===== config.mk =====
export PLATFORM = sky130hd
export DESIGN_NAME = gpio_irq_router
export DESIGN_NICKNAME = d
export VERILOG_FILES = /design/src/rtl/gir_pkg.sv /design/src/rtl/gir_regs.sv /design/src/rtl/gir_mux.sv /design/src/rtl/gir_trig.sv /design/src/rtl/gpio_irq_router.sv
export SDC_FILE = /design/constraint.sdc
export NUM_CORES = 1
export LEC_CHECK = 0
export ABC_AREA = 1
export BUFFER_PORTS_ARGS = -buffer_cell sky130_fd_sc_hd__buf_2
export CAP_MARGIN = 20
export CORE_ASPECT_RATIO = 0.7
export CORE_UTILIZATION = 35
export DETAILED_ROUTE_END_ITERATION = 10
export PLACE_DENSITY = 0.65
export SETUP_SLACK_MARGIN = 0.2
export SYNTH_ARGS = -nofsm -noshare
export SYNTH_HDL_FRONTEND = slang
export SYNTH_SLANG_ARGS = --single-unit

===== constraint.sdc =====
create_clock -name clk -period 2 [get_ports clk]
set_clock_uncertainty 0.05 [all_clocks]
set_input_delay 0.1 -clock clk [delete_from_list [all_inputs] [get_ports clk]]
set_output_delay 0.1 -clock clk [all_outputs]
set_load 0.005 [all_outputs]

===== src/rtl/gir_pkg.sv =====
package gir_pkg;
  localparam int NUM_PINS     = 62;
  localparam int NUM_CH       = 8;
  localparam int SEL_W        = 7;
  localparam int DATA_W       = 32;
  localparam int ADDR_W       = 8;
  localparam int NUM_SEL_REGS = NUM_CH / 2;
  localparam int SEL_SPAN     = 2 ** SEL_W;
  localparam int REG_STRIDE   = 4;
  localparam int CTRL_OFS     = 0;
  localparam int SEL_BASE     = 4;

  // control word field positions
  localparam int POL_LSB  = 0;
  localparam int MODE_LSB = 8;
  localparam int ANY_LSB  = 16;
  localparam int GEN_BIT  = 31;

  // selector word field positions
  localparam int EVEN_LSB = 0;
  localparam int ODD_LSB  = 16;

  typedef logic [SEL_W-1:0] sel_t;

  typedef struct packed {
    logic              gen;
    logic [NUM_CH-1:0] any_tr;
    logic [NUM_CH-1:0] edge_mode;
    logic [NUM_CH-1:0] pol;
  } ctrl_t;

  function automatic logic [DATA_W-1:0] ctrl_word(ctrl_t c);
    logic [DATA_W-1:0] w;
    w = '0;
    w[GEN_BIT]              = c.gen;
    w[ANY_LSB  +: NUM_CH]   = c.any_tr;
    w[MODE_LSB +: NUM_CH]   = c.edge_mode;
    w[POL_LSB  +: NUM_CH]   = c.pol;
    return w;
  endfunction

  function automatic logic [DATA_W-1:0] sel_word(sel_t ev, sel_t od);
    logic [DATA_W-1:0] w;
    w = '0;
    w[EVEN_LSB +: SEL_W] = ev;
    w[ODD_LSB  +: SEL_W] = od;
    return w;
  endfunction
endpackage


===== src/rtl/gir_regs.sv =====
module gir_regs
  import gir_pkg::*;
(
  input  logic                          clk,
  input  logic                          rst_n,
  input  logic                          wr_en,
  input  logic [ADDR_W-1:0]             wr_addr,
  input  logic [DATA_W-1:0]             wr_data,
  input  logic [ADDR_W-1:0]             rd_addr,
  output logic [DATA_W-1:0]             rd_data,
  output ctrl_t                         ctrl_q,
  output logic [NUM_CH-1:0][SEL_W-1:0]  sel_q,
  output logic [NUM_CH-1:0]             sel_wr
);
  logic ctrl_hit;
  assign ctrl_hit = wr_en && (wr_addr == ADDR_W'(CTRL_OFS));

  always_ff @(posedge clk) begin
    if (!rst_n) begin
      ctrl_q <= '0;
    end else if (ctrl_hit) begin
      ctrl_q.gen       <= wr_data[GEN_BIT];
      ctrl_q.any_tr    <= wr_data[ANY_LSB  +: NUM_CH];
      ctrl_q.edge_mode <= wr_data[MODE_LSB +: NUM_CH];
      ctrl_q.pol       <= wr_data[POL_LSB  +: NUM_CH];
    end
  end

  // one selector word per pair of lines
  for (genvar k = 0; k < NUM_SEL_REGS; k++) begin : g_selw
    logic       hit;
    sel_t       even_q;
    sel_t       odd_q;
    assign hit = wr_en && (wr_addr == ADDR_W'(SEL_BASE + REG_STRIDE * k));

    always_ff @(posedge clk) begin
      if (!rst_n) begin
        even_q <= '0;
        odd_q  <= '0;
      end else if (hit) begin
        even_q <= wr_data[EVEN_LSB +: SEL_W];
        odd_q  <= wr_data[ODD_LSB  +: SEL_W];
      end
    end

    assign sel_q[2*k]    = even_q;
    assign sel_q[2*k+1]  = odd_q;
    assign sel_wr[2*k]   = hit;
    assign sel_wr[2*k+1] = hit;
  end

  always_comb begin
    rd_data = '0;
    if (rd_addr == ADDR_W'(CTRL_OFS)) rd_data = ctrl_word(ctrl_q);
    for (int k = 0; k < NUM_SEL_REGS; k++) begin
      if (rd_addr == ADDR_W'(SEL_BASE + REG_STRIDE * k))
        rd_data = sel_word(sel_q[2*k], sel_q[2*k+1]);
    end
  end
endmodule


===== src/rtl/gir_mux.sv =====
module gir_mux
  import gir_pkg::*;
(
  input  logic [NUM_PINS-1:0]          gpio_in,
  input  logic [NUM_CH-1:0][SEL_W-1:0] sel_q,
  output logic [NUM_CH-1:0]            pin_val,
  output logic [NUM_CH-1:0]            pin_ok
);
  logic [SEL_SPAN-1:0] padded;
  assign padded = SEL_SPAN'(gpio_in);

  for (genvar c = 0; c < NUM_CH; c++) begin : g_ch
    assign pin_ok[c]  = (sel_q[c] < SEL_W'(NUM_PINS));
    assign pin_val[c] = padded[sel_q[c]] & pin_ok[c];
  end
endmodule


===== src/rtl/gir_trig.sv =====
module gir_trig (
  input  logic clk,
  input  logic rst_n,
  input  logic gen,
  input  logic any_tr,
  input  logic edge_mode,
  input  logic pol,
  input  logic pin,
  input  logic pin_ok,
  input  logic sel_wr,
  output logic irq,
  output logic prev_q
);
  logic fresh_q;
  logic changed;
  logic fire;

  always_comb begin
    changed = (pin ^ prev_q) & ~fresh_q;
    if (any_tr)         fire = changed;
    else if (edge_mode) fire = changed & (pin ^ pol);
    else                fire = pin ^ pol;
  end

  always_ff @(posedge clk) begin
    if (!rst_n) begin
      prev_q  <= 1'b0;
      fresh_q <= 1'b0;
      irq     <= 1'b0;
    end else begin
      prev_q  <= pin;
      fresh_q <= sel_wr;
      irq     <= gen & pin_ok & fire;
    end
  end
endmodule


===== src/rtl/gpio_irq_router.sv =====
module gpio_irq_router
  import gir_pkg::*;
(
  input  logic                 clk,
  input  logic                 rst_n,
  input  logic                 wr_en,
  input  logic [ADDR_W-1:0]    wr_addr,
  input  logic [DATA_W-1:0]    wr_data,
  input  logic [ADDR_W-1:0]    rd_addr,
  output logic [DATA_W-1:0]    rd_data,
  input  logic [NUM_PINS-1:0]  gpio_in,
  output logic [NUM_CH-1:0]    irq_out
);
  ctrl_t                        ctrl_q;
  logic [NUM_CH-1:0][SEL_W-1:0] sel_q;
  logic [NUM_CH-1:0]            sel_wr;
  logic [NUM_CH-1:0]            pin_val;
  logic [NUM_CH-1:0]            pin_ok;
  logic [NUM_CH-1:0]            prev_q;

  gir_regs u_regs (
    .clk     (clk),
    .rst_n   (rst_n),
    .wr_en   (wr_en),
    .wr_addr (wr_addr),
    .wr_data (wr_data),
    .rd_addr (rd_addr),
    .rd_data (rd_data),
    .ctrl_q  (ctrl_q),
    .sel_q   (sel_q),
    .sel_wr  (sel_wr)
  );

  gir_mux u_mux (
    .gpio_in (gpio_in),
    .sel_q   (sel_q),
    .pin_val (pin_val),
    .pin_ok  (pin_ok)
  );

  for (genvar c = 0; c < NUM_CH; c++) begin : g_line
    gir_trig u_trig (
      .clk       (clk),
      .rst_n     (rst_n),
      .gen       (ctrl_q.gen),
      .any_tr    (ctrl_q.any_tr[c]),
      .edge_mode (ctrl_q.edge_mode[c]),
      .pol       (ctrl_q.pol[c]),
      .pin       (pin_val[c]),
      .pin_ok    (pin_ok[c]),
      .sel_wr    (sel_wr[c]),
      .irq       (irq_out[c]),
      .prev_q    (prev_q[c])
    );
  end
endmodule


After elaboration in Yosys (flattened, before gate mapping):

Index checks and enable logic that the tools add are counted.

* bitwise operators: 60
* muxes and demuxes: 37
* eq/ne operators: 8
* reduce and logical (&&, ||, !) cells: 7
* $lt $le $gt $ge: 16

Operators with widths (number)
* $mux W32: 5
* $lt A7 B8 Y1 const B: 8
* $bmux W1 S7: 8
* $lt A7 B6 Y1 const B: 8
* $and A1 B1 Y1: 40
* $eq A8 B4 Y1 const B: 4
* $mux W1: 24
* $eq A8 B3 Y1 const B: 2
* $eq A8 B5 Y1 const B: 2
* $logic_not A8 Y1: 2
* $xor A1 B1 Y1: 16
* $logic_and A1 B1 Y1: 5
* $not A1 Y1: 4

* output and inout bits: 40
* input port bits: 113
* register bits: 101

Longest topological paths before layout:

* depth after elaboration: 9
* depth in mapped cells: 17

Modules after synthesis:

A second synthesis with hierarchy kept.

* cell total of the unflattened synthesis: 1973
* area total of the unflattened synthesis: 10596.4 µm²

By module, submodules not included
* gir_mux: instances 1, area an instance 5436.5 µm², cells an instance 1208
* gir_regs: instances 1, area an instance 3958.8 µm², cells an instance 581
* gir_trig: instances 8, area an instance 150.1 µm², cells an instance 23

Worst setup path after synthesis:

Ideal clock, no wire load.

* path kind: register to register
* from: register u_regs.g_selw[3].even_q[0]
* to: register g_line[6].u_trig.irq
* cell stages (with the launch flop): 15
* path slack: 0.442 ns
* buffers on the path: 2
* required time: 1.840 ns
* setup time: 0.110 ns
* arrival: 1.398 ns
* period minus slack after synthesis: 1.558 ns
* cell sequence: dfxtp_1 -> buf_4 -> buf_2 -> o211ai_1 -> nand2_1 -> nor2_1 -> nor2_1 -> nor2_1 -> nand2_1 -> nand3_2 -> nand2_1 -> nand3_1 -> nand2_1 -> inv_1 -> nor2_1

* longest elaborated chain between the ends: 9

Ends and longest elaborated chain
* from (decl): RTL line gir_regs.sv:32 `sel_t even_q;`
* from (signal assigned): RTL line gir_regs.sv:41 `even_q <= wr_data[EVEN_LSB +: SEL_W];`
* $bmux W1 S7: RTL line gir_mux.sv:14 `assign pin_val[c] = padded[sel_q[c]] & pin_ok[c];`
* $mux W1 (not written as such): RTL line gir_mux.sv:14
* $and A1 B1 Y1: RTL line gir_mux.sv:14
* $xor A1 B1 Y1: RTL line gir_trig.sv:19 `changed = (pin ^ prev_q) & ~fresh_q;`
* $and A1 B1 Y1: RTL line gir_trig.sv:19
* $and A1 B1 Y1: RTL line gir_trig.sv:21 `else if (edge_mode) fire = changed & (pin ^ pol);`
* $mux W1: RTL line gir_trig.sv:21
* $mux W1: RTL line gir_trig.sv:20 `if (any_tr) fire = changed;`
* $and A1 B1 Y1 *: RTL line gir_trig.sv:33 `irq <= gen & pin_ok & fire;`
* to (signal assigned): RTL line gir_trig.sv:33
* to (decl): RTL line gir_trig.sv:11 `output logic irq,`

Mark *: on every way between the ends. The rest lies on a longest branch, timed or not. The select of a mux whose other input is x is not followed.
A chain may end at the register's enable or synchronous reset.

Final worst setup path:

* from: register u_regs.g_selw[3].odd_q[0]
* to: register g_line[7].u_trig.irq

* longest elaborated chain between the ends: 9

Ends and longest elaborated chain
* from (decl): RTL line gir_regs.sv:33 `sel_t odd_q;`
* from (signal assigned): RTL line gir_regs.sv:42 `odd_q <= wr_data[ODD_LSB +: SEL_W];`
* $bmux W1 S7: RTL line gir_mux.sv:14
* $mux W1 (not written as such): RTL line gir_mux.sv:14
* $and A1 B1 Y1: RTL line gir_mux.sv:14
* $xor A1 B1 Y1: RTL line gir_trig.sv:19
* $and A1 B1 Y1: RTL line gir_trig.sv:19
* $and A1 B1 Y1: RTL line gir_trig.sv:21
* $mux W1: RTL line gir_trig.sv:21
* $mux W1: RTL line gir_trig.sv:20
* $and A1 B1 Y1 *: RTL line gir_trig.sv:33
* to (signal assigned): RTL line gir_trig.sv:33
* to (decl): RTL line gir_trig.sv:11

Marked as above.

==> out/qor.yml <==
run_status: "finished, final reports clean"
power_density_cells_mw_per_mm2: 396
route.vias.total: 13100
timing_hold_violations_final: 0
nNetsFinal: 2040
synthFlopType: "dfxtp_1"
nFillCells: 2944
synthToLayoutAreaGrowth_pct: 21.3
share_of_cells_above_drive_strength_1_pct: 18.6
synthDominantAreaCellType: "nand2_1"
synth_area_leaders: "nand2_1 (22%), dfxtp_1 (20%), nand3_1 (16%), inv_1 (6.4%), nor2_1 (5.2%)"
grt_antenna_before_repair: 3
synth-edff-count: 0
post_synth_inst_count: 1793
core_region_area_mm2: 0.0279
drt-pass1-iter-count: 8
hp-class: "input port to flip-flop"
timing.setup.critical_path_class: "flip-flop to flip-flop"
fp.dieArea_mm2: 0.0291
drc: 0
critical_path.startpoint_type: "flip-flop"
timing.final.crit_period_ns: 1.79
worstSkewPairLatency_ns: 0.37
routabilityCongestion: 1.00
final.hold.worst_slack_ns: 0.0184
grt_first_pass_wirelength_um: 67200
met3_usage_pct: 11.1
r2r-end: "g_line[7].u_trig.irq"
grt_max_degree: 55
floorplan.initialDensity_pct: 35.7
clock_path_buffers: 2
period_share_pct: 89.3
cp-end-kind: "flip-flop"
unrepaired_setup_endpoints_after_global_routing: "true"
power.leakage_nw: 5.45
io-pin-count: 153
gr-usage-met1_pct: 44.2
timing.final.max_slew_violations: 0
cp_num_cells: 14
share_of_flip_flops_with_an_asynchronous_set_or_reset_pct: 0
x_dimension_of_the_die_um: 203
regToRegSetupSlack_ns: 0.21
yosysWarningCount: 0
totalNegativeSetupSlack_ns: 0
crit_path_top_delay_cell: "dfxtp_4"
mappedNetlistArea_mm2: 0.00994
max_slew.worst_pin.slew_ns: 0.527
slowest_delay_ns: 0.41
max_rail_drop_vdd_v: 0.000418
critPathTopFamily: "simple AND/OR/NAND/NOR gates"
timing.critical_path.required_ns: 2.22
grtUsageTotal_pct: 30.6
place_hpwl_um: 35400
number_of_max_cap_violations: 0
detailed_route_wire_length_per_cell_um: 20.0
holdPathEnd: "u_regs.g_selw[3].even_q[6]"
clk_root_buffer_cell: "clkbuf_16"
cp.buffers_inverters: 2
setup_viol: 0
fp.dieH_um: 143
arrival_ns: 2.00
rows: 51
total_gr_overflow: 0
clock_sink_count: 101
synth.lib_cells_used.distinct: 30
synth.top_cell.area_share_pct: 22.1
timing.slew.headroom_pct: 64.8
worst_hold_path.num_cells: 3
layout.cell_area.non_filler_mm2: 0.0121
number_of_synthesized_register_bits: 101
r2r_cells: 14
worst_setup_path_startpoint: "u_regs.g_selw[3].odd_q[0]"
routed_antenna_nets: 0
cp_max_fo: 6
r2r_start: "u_regs.g_selw[3].odd_q[0]"
antennaDiodeCount: 0
vias_per_cell: 5.68
cp_cell_instances: "buf_8 > or2_2 > nand3_2 > nand3_1 > nand2_1 > nand2_1 > nand2_1 > nand3_2 > nand3_2 > nand2_1 > nand3_1 > nand2_1 > inv_1 > nor2_1"
max_clock_freq_mhz: 560
grt_util_met2_pct: 42.7
dpl-instance-area_mm2: 0.0109
cts_max_level: 3
avgSynthCellArea_um2: 5.55
hp-start: "wr_data[6]"
grt_pass1_vias: 11100
cts.reportedPaths.clkPinSlew_ns: 0.08
dominant_cell_type_by_count_on_the_critical_path: "nand2_1"
initialDrtViolationCount: 1964
cts_tree: "yes"
route.final.wire_length_um: 46000
gr-max-usage-layer: "met1"
synth.top_cells.by_count: "nand2_1 (585), nand3_1 (323), inv_1 (170)"
synth_seq_area_share_pct: 20.3
numCtsBuffers: 9
synth.most_common_cell: "nand2_1"
portBuffers: 138
==> area by class of cell <==
| cell class | count | area (µm²) | area share (%) |
|---|---|---|---|
| clock inverter | 7 | 81.3 | 0.674 |
| multi-input combinational | 1374 | 6490 | 53.8 |
| tap | 371 | 464 | 3.85 |
| clock buffer | 9 | 225 | 1.87 |
| timing repair inverter | 1 | 7.51 | 0.0623 |
| inverter | 187 | 764 | 6.34 |
| timing repair buffer | 253 | 1960 | 16.2 |
| sequential | 101 | 2070 | 17.1 |
==> worst max path at each step <==
stage                           end  slack (ns)
3_3_place_gp   g_line[2].u_trig.irq        0.07
5_1_grt        g_line[1].u_trig.irq        0.09
2_1_floorplan  g_line[6].u_trig.irq        0.44
3_5_place_dp   g_line[2].u_trig.irq        0.05
6_report       g_line[7].u_trig.irq        0.21
4_1_cts        g_line[2].u_trig.irq        0.17
==> timing repair <==
action                                 CTS  global route
cloned                                   3             7
hold buffers                            11             0
gates resized for setup                 39           119
setup buffers                            1            11
endpoints found under the hold margin   11             0
pin swaps                                0            38
setup endpoints to repair               12            21
==> where the power goes <==
group	switching, mW	internal, mW
logic	0.608	0.283
clock network	0.881	0.987
registers	0.00886	2.01
==> cell usage in the layout, fill, tap and decap left out, types with 7 or more instances in the layout <==
| master | count |
|---|---|
| clkbuf_16 | 16 |
| o21ai_0 | 63 |
| buf_6 | 11 |
| nand3_1 | 317 |
| nand4_1 | 17 |
| buf_2 | 138 |
| a21oi_1 | 80 |
| dfxtp_4 | 10 |
| conb_1 | 7 |
| nand2_2 | 17 |
| nor2_1 | 126 |
| buf_4 | 68 |
| o21ai_1 | 11 |
| dlygate4sd3_1 | 11 |
| o22ai_1 | 14 |
| o221ai_1 | 10 |
| dfxtp_1 | 85 |
| nand2_1 | 568 |
| a211oi_1 | 42 |
| inv_6 | 9 |
| nand3_2 | 12 |
| inv_1 | 161 |
| a21oi_2 | 12 |
| inv_2 | 10 |
| o211ai_1 | 45 |
| nor2_2 | 11 |
| buf_12 | 10 |
==> worst min-delay path, stage by stage <==
cell and delay (ns):
buf_2 0.14, nor2_1 0.10, a211oi_1 0.05
==> flip-flops by register name, summed over array words and instances, names as in the netlist <==
register               count
g_line.u_trig.irq          8
u_regs.g_selw.even_q      28
g_line.u_trig.fresh_q      4
u_regs.g_selw.odd_q       28
u_regs.ctrl_q             25
g_line.u_trig.prev_q       8
==> metrics by stage <==
step / setup slack (ns) / utilization, % / cells / power (mW)
2_1_floorplan: 0.442 / - / 1799 / 2.51
3_3_place_gp: 0.0669 / 39.1 / 2254 / 2.88
3_5_place_dp: 0.0465 / 39.1 / 2254 / 2.89
4_1_cts: 0.170 / 41.2 / 2285 / 4.74
5_1_grt: 0.0873 / 43.2 / 2303 / 4.95
6_report: 0.215 / 43.2 / 2303 / 4.78
==> kinds of logic (layout without fill, tap and decap cells) <==
group,Yosys count,after routing,synth area share (%)
other,1,7,0.0377
and+or+nand+nor,1084,1084,46.1
buffers and inverters,324,457,16.4
DFF,101,101,20.3
AOI/OAI and AO/OA,283,283,17.1
==> layer usage <==
metal	routed length [µm]	up-vias
li1	-	6169
met1	20100	6005
met2	18300	835
met3	6680	65
met4	866	0
met5	0	-
Note: power is estimated with default switching activity, not from simulation.
